**config.mk**
```make
export PLATFORM = sky130hd
export DESIGN_NAME = odrain_dir_arbiter
export DESIGN_NICKNAME = d
export VERILOG_FILES = /design/src/rtl/oda_pkg.sv /design/src/rtl/oda_sync.sv /design/src/rtl/oda_boost_timer.sv /design/src/rtl/oda_fsm.sv /design/src/rtl/odrain_dir_arbiter.sv
export SDC_FILE = /design/constraint.sdc
export NUM_CORES = 1
export LEC_CHECK = 0
export ABC_CLOCK_PERIOD_IN_PS = 1260
export BUFFER_PORTS_ARGS = -buffer_cell sky130_fd_sc_hd__buf_2
export CORE_AREA = 2 2 39 41
export CTS_BUF_LIST = sky130_fd_sc_hd__clkbuf_4 sky130_fd_sc_hd__clkbuf_8 sky130_fd_sc_hd__clkbuf_16
export CTS_CLUSTER_SIZE = 28
export DETAILED_ROUTE_END_ITERATION = 10
export DIE_AREA = 0 0 41 43
export GPL_ROUTABILITY_DRIVEN = 0
export SYNTH_ARGS = -nofsm -noshare
export SYNTH_HDL_FRONTEND = slang
export SYNTH_HIERARCHICAL = 1
export SYNTH_SLANG_ARGS = --single-unit
```
**constraint.sdc**
```tcl
create_clock -name clk -period 1.26 [get_ports clk]
set_clock_uncertainty 0.15 [all_clocks]
set_input_delay 0.126 -clock clk [delete_from_list [all_inputs] [get_ports clk]]
set_output_delay 0.126 -clock clk [all_outputs]
set_load 0.05 [all_outputs]
```
**src/rtl/oda_pkg.sv**
```systemverilog
package oda_pkg;

    typedef enum logic [2:0] {
        ST_PARK  = 3'd0,
        ST_IDLE  = 3'd1,
        ST_HOST  = 3'd2,
        ST_CARD  = 3'd3,
        ST_REL   = 3'd4,
        ST_BOOST = 3'd5
    } oda_state_e;

    typedef struct packed {
        logic host_lo;
        logic card_lo;
        logic host_hi;
        logic card_hi;
    } oda_drive_t;

    // Pad drive implied by each channel state.
    function automatic oda_drive_t drive_of(oda_state_e s);
        oda_drive_t d;
        d = '0;
        case (s)
            ST_PARK:  d.card_lo = 1'b1;
            ST_HOST:  d.card_lo = 1'b1;
            ST_CARD:  d.host_lo = 1'b1;
            ST_BOOST: begin
                d.host_hi = 1'b1;
                d.card_hi = 1'b1;
            end
            default:  d = '0;
        endcase
        return d;
    endfunction

endpackage

```
**src/rtl/oda_sync.sv**
```systemverilog
module oda_sync #(
    parameter int STAGES = 2
) (
    input  logic clk,
    input  logic rst,
    input  logic d,
    output logic q
);
    logic [STAGES-1:0] chain;

    always_ff @(posedge clk) begin
        if (rst) begin
            chain <= '1;
        end else begin
            chain <= {chain[STAGES-2:0], d};
        end
    end

    assign q = chain[STAGES-1];
endmodule

```
**src/rtl/oda_boost_timer.sv**
```systemverilog
module oda_boost_timer #(
    parameter int CYCLES = 2
) (
    input  logic clk,
    input  logic rst,
    input  logic clear,
    input  logic load,
    output logic last
);
    localparam int W = $clog2(CYCLES + 1);

    logic [W-1:0] cnt;

    always_ff @(posedge clk) begin
        if (rst || clear) begin
            cnt <= '0;
        end else if (load) begin
            cnt <= W'(CYCLES);
        end else if (cnt != '0) begin
            cnt <= cnt - 1'b1;
        end
    end

    assign last = (cnt == W'(1));
endmodule

```
**src/rtl/oda_fsm.sv**
```systemverilog
module oda_fsm
    import oda_pkg::*;
(
    input  logic       clk,
    input  logic       rst,
    input  logic       en,
    input  logic       host_hi,
    input  logic       card_hi,
    input  logic       boost_last,
    output oda_state_e state,
    output logic       boost_load
);
    oda_state_e nxt;

    always_comb begin
        nxt        = state;
        boost_load = 1'b0;
        case (state)
            ST_PARK:  nxt = ST_REL;
            ST_IDLE: begin
                // host side has priority on a simultaneous fall
                if (!host_hi)      nxt = ST_HOST;
                else if (!card_hi) nxt = ST_CARD;
            end
            ST_HOST:  if (host_hi) nxt = ST_REL;
            ST_CARD:  if (card_hi) nxt = ST_REL;
            ST_REL: begin
                if (host_hi && card_hi) begin
                    nxt        = ST_BOOST;
                    boost_load = 1'b1;
                end
            end
            ST_BOOST: if (boost_last) nxt = ST_IDLE;
            default:  nxt = ST_PARK;
        endcase
        if (!en) begin
            nxt        = ST_PARK;
            boost_load = 1'b0;
        end
    end

    always_ff @(posedge clk) begin
        if (rst) begin
            state <= ST_PARK;
        end else begin
            state <= nxt;
        end
    end
endmodule

```
**src/rtl/odrain_dir_arbiter.sv**
```systemverilog
module odrain_dir_arbiter
    import oda_pkg::*;
#(
    parameter int SYNC_STAGES  = 2,
    parameter int BOOST_CYCLES = 2
) (
    input  logic clk,
    input  logic rst,
    input  logic en,
    input  logic host_in,
    input  logic card_in,
    output logic host_pull_lo,
    output logic card_pull_lo,
    output logic host_boost,
    output logic card_boost
);
    localparam int NSIDE = 2;

    logic [NSIDE-1:0] pad_raw;
    logic [NSIDE-1:0] pad_hi;
    oda_state_e       state;
    logic             boost_load;
    logic             boost_last;
    oda_drive_t       drv;

    assign pad_raw = {card_in, host_in};

    for (genvar g = 0; g < NSIDE; g++) begin : g_sync
        oda_sync #(.STAGES(SYNC_STAGES)) u_sync (
            .clk (clk),
            .rst (rst),
            .d   (pad_raw[g]),
            .q   (pad_hi[g])
        );
    end

    oda_fsm u_fsm (
        .clk        (clk),
        .rst        (rst),
        .en         (en),
        .host_hi    (pad_hi[0]),
        .card_hi    (pad_hi[1]),
        .boost_last (boost_last),
        .state      (state),
        .boost_load (boost_load)
    );

    oda_boost_timer #(.CYCLES(BOOST_CYCLES)) u_timer (
        .clk   (clk),
        .rst   (rst),
        .clear (!en),
        .load  (boost_load),
        .last  (boost_last)
    );

    assign drv          = drive_of(state);
    assign host_pull_lo = drv.host_lo;
    assign card_pull_lo = drv.card_lo;
    assign host_boost   = drv.host_hi;
    assign card_boost   = drv.card_hi;
endmodule

```
## Yosys cells after proc, flatten, opt, wreduce, memory -nomap -nowiden

Index checks and enable logic that the tools add are counted.
Widths: inputs -> output; s select.

| operators by class | value |
|---|---|
| $add $sub $neg | 1 |
| eq/ne operators | 11 |
| multiplexer cells | 15 |
| bitwise operators | 1 |
| reduce and logical (&&, ||, !) cells | 10 |

Operator list:

| kind | number |
|---|---|
| $mux 3 | 6 |
| $pmux 3 s6 | 1 |
| $eq 3x2->1 const B | 2 |
| $eq 3x3->1 const B | 2 |
| $mux 2 | 3 |
| $ne 2x2->1 const B | 3 |
| $reduce_or 2->1 | 3 |
| $mux 1 | 5 |
| $reduce_and 5->1 | 1 |
| $reduce_bool 2->1 | 2 |
| $eq 3x1->1 const B | 1 |
| $logic_not 3->1 | 1 |
| $ne 3x3->1 const B | 1 |
| $eq 2x1->1 const B | 1 |
| $ne 2x1->1 const B | 1 |
| $sub 2x1->2 const B | 1 |
| $logic_and 1x1->1 | 1 |
| $logic_not 1->1 | 1 |
| $logic_or 1x1->1 | 1 |
| $not 1->1 | 1 |

| storage, ports and cells | value |
|---|---|
| register bits | 9 |
| input port bits | 5 |
| output and inout port bits | 4 |
| word-level logic and storage cells | 43 |

## Depth between registers and ports, before layout

| logic depth | value |
|---|---|
| depth after elaboration | 5 |
| gate-level depth with buffers | 4 |
| depth with buffers taken out | 4 |

## Modules after synthesis

Netlist, hierarchy kept.

By module, submodules not included:

| module | times used | cells each | area an instance (µm²) | seq. area each (µm²) |
|---|---|---|---|---|
| oda_fsm | 1 | 22 | 181.4 | 60.1 |
| oda_sync | 2 | 4 | 52.6 | 40.0 |
| oda_boost_timer | 1 | 7 | 75.1 | 40.0 |
| odrain_dir_arbiter | 1 | 5 | 33.8 | 0.0 |

## Worst setup path after synthesis

Ideal clock, no wire load.

| path | value |
|---|---|
| path type | flip-flop to output port |
| start | reg u_fsm.state[0] |
| end | out host_boost |
| arrival | 1.073 ns |
| data required time | 0.984 ns |
| setup slack | -0.089 ns |
| cell stages (with the launch flop) | 3 |
| path buffers | 1 |
| path through | dfxtp_1 > and3b_2 > buf_4 |

| between the ends | value |
|---|---|
| word-level cells in the longest chain between the ends | 2 |

RTL lines:

| item | RTL line | text |
|---|---|---|
| from (decl) | oda_fsm.sv:10 | `output oda_state_e state,` |
| from (signal assigned) | oda_fsm.sv:46 | `state <= nxt;` |
| $eq 3x3->1 | oda_pkg.sv:23 | `case (s)` |
| $mux 2 | oda_pkg.sv:23 |  |
| to (decl) | odrain_dir_arbiter.sv:14 | `output logic host_boost,` |

No other way between the ends.

## Final worst setup path

| path | value |
|---|---|
| start | reg u_fsm.state[1] |
| end | out card_boost |

| between the ends | value |
|---|---|
| word-level cells in the longest chain between the ends | 2 |

RTL lines:

| item | RTL line | text |
|---|---|---|
| $eq 3x3->1 | oda_pkg.sv:23 |  |
| $mux 2 | oda_pkg.sv:23 |  |
| to (decl) | odrain_dir_arbiter.sv:15 | `output logic card_boost` |

No other way between the ends.

==> flow_summary.yaml <==
routing:
  antenna_left: 0
  dr.pass1.iters: 4
  via_per_inst: 4.65
  drt-wirelength-per-cell_um: 9.87
  wirelength_um: 780
  drc: 0
  dr_total_vias: 367
  drt_iter0_drc: 7
worst_setup_path:
  critPathCaptureType: "output pin"
  worstSetupPathType: "flip-flop to output pin"
  crit_required_ps: 980
  max_stage_delay_ps: 340
  cp_slowest_cell: "dfxtp_4"
  cp_cell_sequence: "and3b_2 > buf_8"
  start_kind: "flip-flop"
  cp.arrival_ps: 1020
  crit_path_max_fanout: 3
  cp_num_buf_inv: 1
  crit_family: "flip-flops"
cells_and_area:
  stdcell_count: 79
  seqCellArea_um2: 189
  syn_to_final_growth_pct: 55.7
  drive_gt1_frac: 0.397
  multi_input_area_um2: 219
  nFillCells: 138
  antenna_cells: 0
  finalNetCount: 69
floorplanning:
  start_util: 0.286
  core_um2: 1380
  io_pins: 9
  rows: 14
  die_area_um2: 1760
  fp.dieW_um: 41
  die_height_um: 43
clock_network:
  clk_pin_slew_ps: 60
  cts_sinks: 9
  cts_tree: "done"
  htreeDepth: 1
  numCtsBuffers: 3
  root_buffer: "clkbuf_4"
  insertion_delay_ps: 250
  clock_path_buffers: 2
run_status:
  violations: "negative setup slack"
  outcome: "complete, but fails checks"
sta:
  finalHoldViolCount: 0
  max_slew_margin: 0.852
  drv_slew: 0
  worst_slack_ps: -35.2
  fin_crit_ps: 1300
  finalCritPeriodShare: 1.03
  tightest_slew_ps: 221
  finalSetupViolCount: 2
  rsz0062_at_grt: "true"
  setup_tns_ps: -69.9
  clock.fmax_mhz: 772
yosys:
  synthDistinctLibCells: 22
  ys_ff_latch: 9
  synth_top_area_share: 0.456
  ys_top_cells_by_area: "dfxtp_1 46%, or2_1 6.3%, nand2b_1 4.7%"
  synth_seq_area_share: 0.456
  synthesis.area_um2: 395
  syn_avg_cell_area_um2: 9.41
  yosysTopAreaCell: "dfxtp_1"
  synth_fp_nets: 47
  yosysWarnings: 6
  netlist_instances: 42
global_route:
  grt_overflow: 0
  grt_pass1_vias: 328
  grt_pass1_wl_um: 1320
  antenna_found_initial: 0
  grt.total_usage: 0.112
  grt_max_degree: 9
place:
  dp_hpwl_um: 522
  portBuffers: 8
  pre_cts_slack_ps: -25.6
  place_inst: 69
hold_path:
  hp-class: "input port to flip-flop"
flow_run:
  max_cap_viol_count: 0
power:
  ir_drop_mv: 0.598
  power_density_nw_per_um2: 1000
  p_leak_nw: 0.255
[cell type report]
class | instances | share of cell area
repair buffers | 18 | 0.250
multi-input cells | 31 | 0.356
flip-flops and latches | 9 | 0.307
clock buffers | 4 | 0.0488
well taps | 16 | 0.0325
inverters | 1 | 0.00610
[synthesized netlist by cell type]
| master | instances |
|---|---|
| o21a_1 | 2 |
| nor2_1 | 1 |
| a22oi_1 | 1 |
| a211oi_1 | 1 |
| and3b_1 | 1 |
| a21oi_1 | 2 |
| nor3b_1 | 2 |
| nand3_1 | 1 |
| nor3_1 | 1 |
| nand2b_1 | 3 |
| nor2b_1 | 3 |
| nor4b_1 | 1 |
| o21ai_0 | 3 |
| nor2_2 | 1 |
| o31ai_1 | 1 |
| dfxtp_1 | 9 |
| nand2_1 | 1 |
| inv_1 | 1 |
| or2_1 | 4 |
| and3b_2 | 1 |
| buf_4 | 1 |
| nor4_2 | 1 |
[cells by family after synthesis]
group	after synthesis	synth area share
buffers and inverters	2	0.0285
and+or+nand+nor	21	0.358
AOI/OAI and AO/OA	10	0.158
DFF	9	0.456
[worst paths after layout]
kind                                   from                         to  slack (ps)  depth (start not counted)
hold reg to reg   g_sync[1].u_sync/chain[0]  g_sync[1].u_sync/chain[1]         250                          1
hold / removal                           en             u_timer/cnt[0]          20                          3
setup reg to reg             u_fsm/state[1]             u_timer/cnt[0]          20                          4
setup / recovery             u_fsm/state[1]                 card_boost         -40                          2
[power breakdown]
| part | switching [mW] | internal, mW | total [mW] |
|---|---|---|---|
| registers | 0.00601 | 0.291 | 0.297 |
| clock network | 0.0933 | 0.143 | 0.236 |
| logic | 0.0400 | 0.0433 | 0.0833 |
| total | 0.139 | 0.478 | 0.617 |
[registers in the layout (all words and copies together), names as in the netlist]
name and flops:
g_sync.u_sync/chain 4, u_fsm/state 3, u_timer/cnt 2
[metrics by stage]
step / cell area, µm² / total power [mW] / utilization / hold WS, ps
2_1_floorplan: 407 / 0.347 / - / 49.4
3_3_place_gp: 485 / 0.372 / 0.351 / 155
3_5_place_dp: 485 / 0.373 / 0.351 / 161
4_1_cts: 613 / 0.630 / 0.443 / 11.5
5_1_grt: 616 / 0.655 / 0.445 / 43.6
6_report: 616 / 0.617 / 0.445 / 23.2
[worst min-delay path: cells and delay by family]
family                 cells  cell delay [ps]
buffers and inverters      2              190
AND/OR/NAND/NOR            1               50
[cell usage in the layout, fill, tap and decap left out, drive strengths merged]
master / n
a211oi: 1
a21oi: 2
a22oi: 1
and3b: 2
buf: 13
clkbuf: 5
dfxtp: 9
dlygate4sd3: 4
inv: 1
nand2: 1
nand2b: 3
nand3: 1
nor2: 2
nor2b: 3
nor3: 1
nor3b: 2
nor4: 1
nor4b: 1
o21a: 2
o21ai: 3
o31ai: 1
or2: 4
[layer usage]
metal / share of wire / wire length (µm) / GRT usage / up-vias
met4: 0 / 0 / 0.0800 / 0
met2: 0.50 / 393 / 0.159 / 8
met1: 0.46 / 362 / 0.136 / 169
li1: - / - / - / 190
met3: 0.031 / 24 / 0.0314 / 0
met5: 0 / 0 / 0 / -
[repair_timing]
action | in CTS | in global routing
gates resized for setup | 13 | 1
setup endpoints to repair | 5 | 6
setup buffers | 2 | 0
pin swaps | 1 | 0
hold endpoints to repair | 5 | 0
hold buffers | 4 | 0
(Power assumes the default switching activity.)
